**src/rtl/trap_pkg.sv**
```systemverilog
package trap_pkg;

    localparam int CODE_W = 6;

    typedef enum logic [1:0] {
        PRIV_U = 2'd0,
        PRIV_S = 2'd1,
        PRIV_H = 2'd2,
        PRIV_M = 2'd3
    } priv_e;

    typedef enum logic [1:0] {
        SRC_RAW   = 2'd0,
        SRC_XLATE = 2'd1,
        SRC_MISAL = 2'd2,
        SRC_RSVD  = 2'd3
    } src_e;

    typedef enum logic [1:0] {
        ACC_FETCH = 2'd0,
        ACC_LOAD  = 2'd1,
        ACC_STORE = 2'd2,
        ACC_RSVD  = 2'd3
    } acc_e;

    // status word bit positions (decoded by neighbouring logic)
    localparam int ST_SIE    = 1;
    localparam int ST_MIE    = 3;
    localparam int ST_SPIE   = 5;
    localparam int ST_MPIE   = 7;
    localparam int ST_SPP    = 8;
    localparam int ST_MPP_LO = 11;

    // cause numbers
    localparam int C_MISAL_F = 0;
    localparam int C_ACCF_F  = 1;
    localparam int C_MISAL_L = 4;
    localparam int C_ACCF_L  = 5;
    localparam int C_MISAL_S = 6;
    localparam int C_ACCF_S  = 7;
    localparam int C_ENVCALL = 8;
    localparam int C_PGF_F   = 12;
    localparam int C_PGF_L   = 13;
    localparam int C_PGF_S   = 15;

    typedef struct packed {
        logic              irq;
        logic [CODE_W-1:0] code;
        logic              tval_en;
    } cause_t;

    function automatic logic carries_addr(input logic [CODE_W-1:0] code);
        case (int'(code))
            C_MISAL_F, C_ACCF_F, C_MISAL_L, C_ACCF_L,
            C_MISAL_S, C_ACCF_S, C_PGF_F, C_PGF_L, C_PGF_S: return 1'b1;
            default: return 1'b0;
        endcase
    endfunction

endpackage

```
**src/rtl/trap_cause_fix.sv**
```systemverilog
module trap_cause_fix
    import trap_pkg::*;
(
    input  logic              irq_i,
    input  src_e              src_i,
    input  acc_e              acc_i,
    input  logic              paging_i,
    input  logic [CODE_W-1:0] code_i,
    input  priv_e             priv_i,
    output cause_t            cause_o
);

    logic [CODE_W-1:0] code_sel;

    always_comb begin
        code_sel = code_i;
        if (!irq_i) begin
            case (src_i)
                SRC_XLATE: begin
                    if (paging_i) begin
                        case (acc_i)
                            ACC_FETCH: code_sel = CODE_W'(C_PGF_F);
                            ACC_LOAD:  code_sel = CODE_W'(C_PGF_L);
                            default:   code_sel = CODE_W'(C_PGF_S);
                        endcase
                    end else begin
                        case (acc_i)
                            ACC_FETCH: code_sel = CODE_W'(C_ACCF_F);
                            ACC_LOAD:  code_sel = CODE_W'(C_ACCF_L);
                            default:   code_sel = CODE_W'(C_ACCF_S);
                        endcase
                    end
                end
                SRC_MISAL: begin
                    case (acc_i)
                        ACC_FETCH: code_sel = CODE_W'(C_MISAL_F);
                        ACC_LOAD:  code_sel = CODE_W'(C_MISAL_L);
                        default:   code_sel = CODE_W'(C_MISAL_S);
                    endcase
                end
                default: begin
                    if (int'(code_i) == C_ENVCALL)
                        code_sel = CODE_W'(C_ENVCALL) + CODE_W'(priv_i);
                    else
                        code_sel = code_i;
                end
            endcase
        end
    end

    always_comb begin
        cause_o.irq     = irq_i;
        cause_o.code    = code_sel;
        cause_o.tval_en = !irq_i && carries_addr(code_sel);
    end

endmodule

```
**src/rtl/trap_route.sv**
```systemverilog
module trap_route
    import trap_pkg::*;
#(
    parameter int XLEN = 64
) (
    input  cause_t            cause_i,
    input  priv_e             priv_i,
    input  logic [XLEN-1:0]   edeleg_i,
    input  logic [XLEN-1:0]   ideleg_i,
    output logic              to_super_o
);

    logic [XLEN-1:0] mask;
    logic [XLEN-1:0] shifted;
    logic            low_priv;

    always_comb begin
        mask       = cause_i.irq ? ideleg_i : edeleg_i;
        shifted    = mask >> cause_i.code;
        low_priv   = (priv_i == PRIV_U) || (priv_i == PRIV_S);
        to_super_o = low_priv && shifted[0];
    end

endmodule

```
**src/rtl/trap_status_stack.sv**
```systemverilog
module trap_status_stack
    import trap_pkg::*;
#(
    parameter int XLEN = 64
) (
    input  logic [XLEN-1:0] status_i,
    input  priv_e           priv_i,
    input  logic            to_super_i,
    output logic [XLEN-1:0] status_o
);

    always_comb begin
        status_o = status_i;
        if (to_super_i) begin
            status_o[ST_SPIE] = status_i[ST_SIE];
            status_o[ST_SPP]  = priv_i[0];
            status_o[ST_SIE]  = 1'b0;
        end else begin
            status_o[ST_MPIE]        = status_i[ST_MIE];
            status_o[ST_MPP_LO +: 2] = priv_i;
            status_o[ST_MIE]         = 1'b0;
        end
    end

endmodule

```
**src/rtl/trap_entry.sv**
```systemverilog
module trap_entry
    import trap_pkg::*;
#(
    parameter int XLEN = 64
) (
    input  logic              clk,
    input  logic              rst,
    input  logic              trap_i,
    input  logic              irq_i,
    input  logic [1:0]        src_i,
    input  logic [1:0]        acc_i,
    input  logic              paging_i,
    input  logic [CODE_W-1:0] code_i,
    input  logic [1:0]        priv_i,
    input  logic [XLEN-1:0]   epc_i,
    input  logic [XLEN-1:0]   fault_addr_i,
    input  logic [XLEN-1:0]   edeleg_i,
    input  logic [XLEN-1:0]   ideleg_i,
    input  logic [XLEN-1:0]   svec_i,
    input  logic [XLEN-1:0]   mvec_i,
    input  logic [XLEN-1:0]   status_i,
    output logic [XLEN-1:0]   pc_o,
    output logic [1:0]        priv_o,
    output logic [XLEN-1:0]   status_o,
    output logic [XLEN-1:0]   scause_o,
    output logic [XLEN-1:0]   sepc_o,
    output logic [XLEN-1:0]   stval_o,
    output logic [XLEN-1:0]   mcause_o,
    output logic [XLEN-1:0]   mepc_o,
    output logic [XLEN-1:0]   mtval_o,
    output logic              done_o
);

    localparam int PAD_W = XLEN - 1 - CODE_W;

    priv_e           cur_priv;
    cause_t          cause;
    logic            to_super;
    logic [XLEN-1:0] next_status;
    logic [XLEN-1:0] cause_word;

    assign cur_priv = priv_e'(priv_i);

    trap_cause_fix u_fix (
        .irq_i    (irq_i),
        .src_i    (src_e'(src_i)),
        .acc_i    (acc_e'(acc_i)),
        .paging_i (paging_i),
        .code_i   (code_i),
        .priv_i   (cur_priv),
        .cause_o  (cause)
    );

    trap_route #(.XLEN(XLEN)) u_route (
        .cause_i    (cause),
        .priv_i     (cur_priv),
        .edeleg_i   (edeleg_i),
        .ideleg_i   (ideleg_i),
        .to_super_o (to_super)
    );

    trap_status_stack #(.XLEN(XLEN)) u_stack (
        .status_i   (status_i),
        .priv_i     (cur_priv),
        .to_super_i (to_super),
        .status_o   (next_status)
    );

    assign cause_word = {cause.irq, {PAD_W{1'b0}}, cause.code};

    always_ff @(posedge clk) begin
        if (rst) begin
            pc_o     <= '0;
            priv_o   <= PRIV_M;
            status_o <= '0;
            scause_o <= '0;
            sepc_o   <= '0;
            stval_o  <= '0;
            mcause_o <= '0;
            mepc_o   <= '0;
            mtval_o  <= '0;
            done_o   <= 1'b0;
        end else begin
            done_o <= trap_i;
            if (trap_i) begin
                status_o <= next_status;
                if (to_super) begin
                    pc_o     <= svec_i;
                    priv_o   <= PRIV_S;
                    scause_o <= cause_word;
                    sepc_o   <= epc_i;
                    if (cause.tval_en) stval_o <= fault_addr_i;
                end else begin
                    pc_o     <= mvec_i;
                    priv_o   <= PRIV_M;
                    mcause_o <= cause_word;
                    mepc_o   <= epc_i;
                    if (cause.tval_en) mtval_o <= fault_addr_i;
                end
            end
        end
    end

    AST_DONE_FOLLOWS: assert property (@(posedge clk) disable iff (rst)
        trap_i |=> done_o);
    AST_DONE_SINGLE: assert property (@(posedge clk) disable iff (rst)
        !trap_i |=> !done_o);
    AST_IDLE_HOLD: assert property (@(posedge clk) disable iff (rst)
        !trap_i |=> ($stable(pc_o) && $stable(priv_o) && $stable(status_o)
                     && $stable(mcause_o) && $stable(scause_o)));
    AST_MACHINE_STAYS: assert property (@(posedge clk) disable iff (rst)
        (trap_i && priv_i == 2'd3) |=> (priv_o == 2'd3));
    AST_IRQ_FLAG: assert property (@(posedge clk) disable iff (rst)
        (trap_i && irq_i) |=> ((priv_o == 2'd1) ? scause_o[XLEN-1] : mcause_o[XLEN-1]));
    AST_VECTOR_PICK: assert property (@(posedge clk) disable iff (rst)
        trap_i |=> (pc_o == ((priv_o == 2'd1) ? $past(svec_i) : $past(mvec_i))));
    AST_EPC_SAVED: assert property (@(posedge clk) disable iff (rst)
        trap_i |=> (((priv_o == 2'd1) ? sepc_o : mepc_o) == $past(epc_i)));
    AST_ENABLE_CLEARED: assert property (@(posedge clk) disable iff (rst)
        trap_i |=> !((priv_o == 2'd1) ? status_o[ST_SIE] : status_o[ST_MIE]));
    AST_IRQ_NO_TVAL: assert property (@(posedge clk) disable iff (rst)
        (trap_i && irq_i) |=> ($stable(stval_o) && $stable(mtval_o)));

endmodule

```
**config.mk**
```make
export PLATFORM = sky130hd
export DESIGN_NAME = trap_entry
export DESIGN_NICKNAME = d
export VERILOG_FILES = /design/src/rtl/trap_pkg.sv /design/src/rtl/trap_cause_fix.sv /design/src/rtl/trap_route.sv /design/src/rtl/trap_status_stack.sv /design/src/rtl/trap_entry.sv
export SDC_FILE = /design/constraint.sdc
export NUM_CORES = 1
export LEC_CHECK = 0
export ABC_AREA = 1
export BUFFER_PORTS_ARGS = -buffer_cell sky130_fd_sc_hd__buf_2
export CAP_MARGIN = 20
export CORE_AREA = 8 8 372 374
export CTS_CLUSTER_SIZE = 30
export DETAILED_ROUTE_END_ITERATION = 12
export DIE_AREA = 0 0 380 382
export PLACE_DENSITY_LB_ADDON = 0.05
export REMOVE_ABC_BUFFERS = 1
export SYNTH_ARGS = -nofsm -noshare
export SYNTH_HDL_FRONTEND = slang
export SYNTH_SLANG_ARGS = --single-unit
```
**constraint.sdc**
```tcl
create_clock -name clk -period 8.94 [get_ports clk]
set_clock_uncertainty 0.2 [all_clocks]
set_input_delay 1.788 -clock clk [delete_from_list [all_inputs] [get_ports clk]]
set_output_delay 1.788 -clock clk [all_outputs]
set_load 0.05 [all_outputs]
```
==> run_results.csv, run 1 <==
group,metric,value,unit
timing,max_slew_margin,32.1,%
logic_synthesis,synth_top_area_share,44.1,%
cts,clkTransAtPathRegs,50,ps
setup_path,r2r_start,"mcause_o[0]",
cts,hold_buffers,0,
cts,clock_sinks,400,
hold_path,hold_depth,2,
place,portBuffers,864,
floorplan,initial_core_util,13.7,%
setup_path,crit_family,"simple AND/OR/NAND/NOR gates",
status,status,"finished, final reports clean",
final_layout,finalNonFillerCells,5249,
logic_synthesis,synth_top_family_by_area,"simple AND/OR/NAND/NOR gates",
detailed_routing,dr.pass1.iters,4,
logic_synthesis,ys_ff_latch,400,
detailed_routing,vias,18900,
global_routing,grt_pass1_vias,19800,
power_and_ir_drop,total_power,5.55,mW
setup_path,cp-start-kind,"input pin",
logic_synthesis,yosys.area_share.simple,32.3,%
timing,setup_violations,0,
timing,max_freq,161,MHz
setup_path,path_class,"input pin to flop",
final_layout,drive_above_1_share,29.9,%
floorplan,row_count,134,
hold_path,hold_class,"flop to flop",
detailed_routing,ant_nets,0,
logic_synthesis,synthXorXnorAreaFrac,0,%
logic_synthesis,yosys_most_used_dff,"dfxtp_1",
place,place_inst,5134,
logic_synthesis,synthAdderAreaFrac,0.138,%
setup_path,crit_required,9260,ps
setup_path,path_max_fanout,50,
timing,maxSlewViolCount,0,
final_layout,fillers,15400,
cts,cts_root_buf,"clkbuf_16",
logic_synthesis,synth-warning-count,0,
logic_synthesis,async_flop_share,0,%
logic_synthesis,synth_largest_area_cell,"dfxtp_1",
global_routing,grt_first_pass_wirelength,146,mm
flow_run,drv_cap,0,
final_layout,fin_nets,3893,
detailed_routing,drt-vias-per-instance,3.61,
cts,clk_latency,610,ps
setup_path,crit_arrival,6540,ps
setup_path,crit_chain,"buf_2 -> inv_1 -> ha_1 -> nor2_8 -> nor2_1 -> nand2_1 -> nand2_2 -> inv_2 -> nand2_1 -> nand3_1 -> nand3_1 -> nand3_1 -> nand2_1 -> nand3_2 -> nand3_4 -> nand2_4 -> clkinv_2 -> buf_4 -> nor2_1 -> nor2_1",
global_routing,antenna_found_initial,75,
setup_path,path_buf_inv,5,
timing,fin_crit_sh,69.6,%
cts,ctsResizeCount,0,
setup_path,reg2reg_to,"mcause_o[0]",
logic_synthesis,synth.most_common_cell,"nor2_1",
timing,rsz0062_at_grt,"false",
logic_synthesis,synth-edff-count,0,
cts,numCtsBuffers,58,
logic_synthesis,syn_area_per_cell,6.85,µm²
floorplan,die_x,380,µm
timing,finalSetupTns,0,ps
timing,hold_viol,0,
power_and_ir_drop,p_per_area,218,nW/µm²
place,hpwlAfterDp,78.6,mm
logic_synthesis,synthMuxAreaShare,3.97,%
power_and_ir_drop,ir_worst_vdd,0.000141,V
setup_path,cp.depth,20,
global_routing,grt_remaining_overflow,0,
cts,post_cts_buffers,0,
logic_synthesis,synth_commonest_cells,"nor2_1 (820), nand2_1 (464), dfxtp_1 (400)",
floorplan,ioPinCount,980,
logic_synthesis,syn_inst,2650,
logic_synthesis,synth_area_leaders,"dfxtp_1 (44%), nor2_1 (17%), nand2_1 (9.6%), buf_4 (5.3%), nand3_1 (5.0%)",
setup_path,critical-path-max-stage-delay,640,ps
floorplan,placeableCoreArea,132000,µm²
hold_path,min_delay_worst_endpoint,"mcause_o[2]",
setup_path,rrSetupSlack,7980,ps
logic_synthesis,ys_types,27,
cts,cts_tree,"built",
place,place_congestion,0.783,
detailed_routing,route.detailed.drc,0,
logic_synthesis,synth_compound_area_share,5.91,%
power_and_ir_drop,power.leakage,13.4,nW
logic_synthesis,ys_seq_area_share,44.1,%
setup_path,reg2regPathDepth,2,
final_layout,area_growth,40.0,%
final_layout,final_area,25400,µm²
hold_path,hp-start,"mcause_o[2]",
timing,post-route-min-period,6220,ps
global_routing,grt_usage,13.5,%
place,placed_area,23700,µm²
setup_path,crit_path_top_delay_cell,"clkinv_2",
logic_synthesis,netlist_area,18200,µm²
timing,worst_pin_slew,1020,ps
setup_path,cp-end-kind,"flop",
cts,cts_max_path_buffers,3,
detailed_routing,drt-initial-drc-count,717,
detailed_routing,wl,103,mm
floorplan,die-area,145000,µm²
floorplan,die_h,382,µm
cts,htree_levels,2,
global_routing,grt_max_degree,135,
detailed_routing,wl_per_cell,19.7,µm
## registers in the layout (all words and copies together) (netlist names)
signal	count
done_o	1
mcause_o	7
priv_o	1
pc_o	64
mtval_o	64
scause_o	7
mepc_o	64
sepc_o	64
status_o	64
stval_o	64
## per-layer routing
layer	track usage [%]	wire, µm
met1	15.3	41500
met2	23.8	50300
met3	5.29	8740
met4	3.29	2680
met5	0	287
## worst reg2reg max path: cells and delay by family, from the launching register on
kind	cells	cell delay, ps
AO/OA/AOI/OAI	1	160
flip-flops	1	450
AND/OR/NAND/NOR	1	80
## power breakdown
part	total [mW]	internal (mW)	switching, mW
Combinational	1.39	0.321	1.07
Clock	2.17	1.26	0.909
Sequential	1.98	1.92	0.0674
Total	5.55	3.50	2.05
## cell families (layout without fill, tap and decap cells)
kind of cell / count (synthesis) / in the layout
flip-flops: 400 / 400
other: 2 / 133
multiplexers: 64 / 64
AO/OA/AOI/OAI: 211 / 211
adder cells (fa/ha/maj): 2 / 2
buffers and inverters: 492 / 1192
AND/OR/NAND/NOR: 1479 / 1479
## metrics by stage
stage,util [%],worst slack [ps],hold WS (ps)
finish,19.2,2720,269
global route,19.2,2180,293
CTS,19.2,2640,278
detailed placement,17.9,1920,262
global placement,17.9,2020,263
floorplan,-,1420,491
## placed cells by master, fill, tap and decap left out, drive strengths merged
cell type	n
conb	115
inv	211
a21oi	10
dfxtp	400
nand3b	1
nor2	822
mux2	64
clkbuf	90
nand4	1
o21ai	199
ha	2
nand3	186
clkinv	9
o22ai	1
nand2	469
diode	18
a2111oi	1
buf	882
## worst max-delay path by stage
stage,slack [ps],from,endpoint
final,2720,src_i[0],mepc_o[12]
after global routing,2180,irq_i,mepc_o[58]
after CTS,2640,irq_i,mepc_o[2]
after detailed placement,1920,src_i[0],mepc_o[2]
after global placement,2020,src_i[0],mepc_o[2]
after floorplan,1420,src_i[0],mtval_o[0]
## final cells by class
| class | instances | area (µm²) | area share, % |
|---|---|---|---|
| repair buffers | 882 | 4490 | 17.6 |
| multi-input cells | 1871 | 8150 | 32.0 |
| diodes | 18 | 45.0 | 0.177 |
| clock inverters | 7 | 60.1 | 0.236 |
| inverters | 213 | 812 | 3.19 |
| well taps | 1768 | 2210 | 8.70 |
| flip-flops and latches | 400 | 8010 | 31.5 |
| clock buffers | 90 | 1660 | 6.54 |
No activity file was read; power rests on OpenSTA's default activity.
==> run 2, diff against run 1 <==
ABC_AREA = 0   (was 1)
CORE_AREA = 8 8 380 382   (was 8 8 372 374)
DIE_AREA = 0 0 388 390   (was 0 0 380 382)
clock period = 6.2 ns   (was 8.94 ns; I/O delays follow)
==> run 2 against run 1 <==
Against the previous run:
- final cell count fell by 8.5%
- combinational power rose by 61%
- critical path depth fell by 6
- via count rose by 3.6%
- core utilization rose by 0.97 points
- clock power rose by 51%
- sequential cell count did not move
- hold slack got worse by 2.1 ps
- power rose by 50%
- die area rose by 4.2%
- sequential power rose by 42%
- sequential share of layout area fell by 2.8 points
- critical path type unchanged
==> run_results.csv, run 2 <==
group,metric,value,unit
status,status,"finished, final reports clean",
flow_run,drv_cap,0,
final_layout,area_growth,39.4,%
detailed_routing,dr.pass1.iters,5,
setup_path,crit_arrival,5570,ps
final_layout,drive_above_1_share,35.4,%
power_and_ir_drop,p_per_area,298,nW/µm²
logic_synthesis,syn_inst,2171,
logic_synthesis,yosys_most_used_dff,"dfxtp_1",
place,place_congestion,0.803,
timing,holdWs,267,ps
timing,setup_violations,0,
logic_synthesis,synth_largest_area_cell,"dfxtp_1",
setup_path,endpoint,"pc_o[19]",
setup_path,crit_family,"compound AO/OA/AOI/OAI gates",
setup_path,cp-start-kind,"input pin",
setup_path,path_buf_inv,4,
timing,max_freq,191,MHz
final_layout,mostFrequentLayoutCells,"buf_2 (861), dfxtp_1 (400), nand2b_1 (339)",
cts,post_cts_buffers,0,
detailed_routing,drt-vias-per-instance,4.09,
logic_synthesis,synth.most_common_cell,"dfxtp_1",
setup_path,startpoint,"src_i[0]",
timing,finalSetupTns,0,ps
logic_synthesis,syn_area_per_cell,9.23,µm²
power_and_ir_drop,power.leakage,12.0,nW
cts,cts_root_buf,"clkbuf_16",
cts,numCtsBuffers,57,
power_and_ir_drop,total_power,8.34,mW
setup_path,path_class,"input pin to flop",
global_routing,grt_first_pass_wirelength,159,mm
timing,max_slew_margin,32.6,%
global_routing,grt_pass1_vias,20800,
setup_path,crit_chain,"buf_2 -> inv_1 -> ha_1 -> or2_0 -> a21oi_4 -> nor2_2 -> mux4_2 -> o311ai_0 -> a22oi_1 -> a32oi_4 -> buf_12 -> buf_4 -> o31ai_1 -> a311oi_1",
logic_synthesis,ys_types,73,
logic_synthesis,ys_seq_area_share,39.9,%
cts,clock_sinks,400,
setup_path,crit_path_top_delay_cell,"or2_0",
timing,rsz0062_at_grt,"false",
cts,clkTransAtPathRegs,60,ps
global_routing,grt_max_degree,159,
final_layout,final_common_cell,"buf_2",
setup_path,reg2reg_to,"mcause_o[4]",
final_layout,fillers,15500,
floorplan,die_x,388,µm
logic_synthesis,async_flop_share,0,%
global_routing,grt_usage,14.0,%
timing,maxSlewViolCount,0,
logic_synthesis,synth_top_area_share,39.9,%
floorplan,row_count,137,
detailed_routing,wl_per_cell,23.5,µm
power_and_ir_drop,ir_worst_vdd,0.000234,V
setup_path,critical-path-max-stage-delay,540,ps
cts,cts_tree,"built",
detailed_routing,wl,113,mm
setup_path,path_max_fanout,36,
detailed_routing,drt-initial-drc-count,840,
timing,worst_pin_slew,1010,ps
logic_synthesis,netlist_area,20000,µm²
global_routing,grt_remaining_overflow,0,
detailed_routing,ant_nets,0,
timing,fin_crit_sh,84.5,%
logic_synthesis,synth-edff-count,0,
place,place_inst,4686,
setup_path,reg2regPathDepth,2,
setup_path,r2r_start,"mcause_o[4]",
floorplan,die_h,390,µm
final_layout,fin_nets,3405,
cts,hold_buffers,0,
logic_synthesis,synth_commonest_cells,"dfxtp_1 (400), nand2b_1 (339), mux2i_1 (274)",
place,portBuffers,864,
floorplan,ioPinCount,980,
final_layout,finalNonFillerCells,4801,
cts,clk_latency,630,ps
cts,htree_levels,2,
floorplan,placeableCoreArea,139000,µm²
final_layout,multi_input_area,10600,µm²
hold_path,hold_class,"flop to flop",
logic_synthesis,ys_ff_latch,400,
logic_synthesis,synth_area_leaders,"dfxtp_1 (40%), mux2i_1 (14%), nand2b_1 (11%), buf_4 (4.8%), nand4_1 (4.2%)",
timing,post-route-min-period,5240,ps
global_routing,antenna_found_initial,45,
detailed_routing,route.detailed.drc,0,
setup_path,cp.depth,14,
final_layout,regArea,8010,µm²
timing,hold_viol,0,
cts,ctsResizeCount,0,
cts,cts_max_path_buffers,3,
setup_path,rrSetupSlack,5140,ps
floorplan,initial_core_util,14.5,%
setup_path,cp-end-kind,"flop",
detailed_routing,vias,19600,
setup_path,crit_required,6530,ps
floorplan,die-area,151000,µm²
logic_synthesis,synth-warning-count,0,
place,hpwlAfterDp,85.0,mm
==> run 2: cell types whose count changed after synthesis, sizes merged, moves of 173 or more <==
| cell | before | now |
|---|---|---|
| nand3 | 186 | 13 |
| nand2 | 469 | 98 |
| o21ai | 199 | 13 |
| inv | 213 | 7 |
| mux2i | 0 | 274 |
| nor2 | 822 | 142 |
| nand2b | 0 | 339 |
==> run 2: report_power, final <==
| part | leakage, nW | switching, mW | internal (mW) |
|---|---|---|---|
| combinational | 7.84 | 1.63 | 0.612 |
| sequential | 3.27 | 0.0934 | 2.73 |
| clock | 0.888 | 1.34 | 1.94 |
| total | 12.0 | 3.06 | 5.28 |
==> run 2: per-layer routing <==
layer	track usage, %	wire (µm)
met4	3.16	2640
met1	16.1	45400
met3	5.72	9980
met5	0	177
met2	24.3	54800
==> run 2: worst register-to-register path, delay by kind of cell (launching register included) <==
kind,cells,cell delay [ps]
flops,1,360
compound gates,2,390
==> run 2: stage by stage <==
| step | util [%] | worst slack [ps] | cell area, µm² |
|---|---|---|---|
| floorplan | - | -15150 | 18500 |
| global placement | 18.8 | 413 | 26100 |
| detailed placement | 18.8 | 292 | 26100 |
| CTS | 20.1 | 988 | 27900 |
| global route | 20.1 | 576 | 27900 |
| finish | 20.2 | 960 | 27900 |
==> run 2: worst min-delay path by stage <==
| stage | to | cells past startpoint | slack, ps | startpoint |
|---|---|---|---|---|
| 2_1_floorplan | status_o[1] | 2 | 480 | status_o[1] |
| 3_3_place_gp | sepc_o[2] | 2 | 260 | sepc_o[2] |
| 3_5_place_dp | status_o[3] | 2 | 260 | status_o[3] |
| 4_1_cts | status_o[3] | 2 | 270 | status_o[3] |
| 5_1_grt | stval_o[18] | 2 | 290 | stval_o[18] |
| 6_report | status_o[3] | 2 | 270 | status_o[3] |
==> run 2: area by class of cell <==
class / instances / area share, %
Multi-Input combinational cell: 1534 / 37.9
Antenna cell: 19 / 0.170
Timing Repair Buffer: 936 / 18.5
Tap cell: 1807 / 8.09
Inverter: 9 / 0.143
Clock inverter: 11 / 0.658
Sequential cell: 400 / 28.7
Clock buffer: 85 / 5.88
==> run 2: cells by family after synthesis <==
logic type      synth area share (%)
buf+inv                         9.87
fa+ha+maj                      0.125
mux                             14.9
other cells                   0.0375
compound gates                  14.3
simple gates                    20.9
flops                           39.9
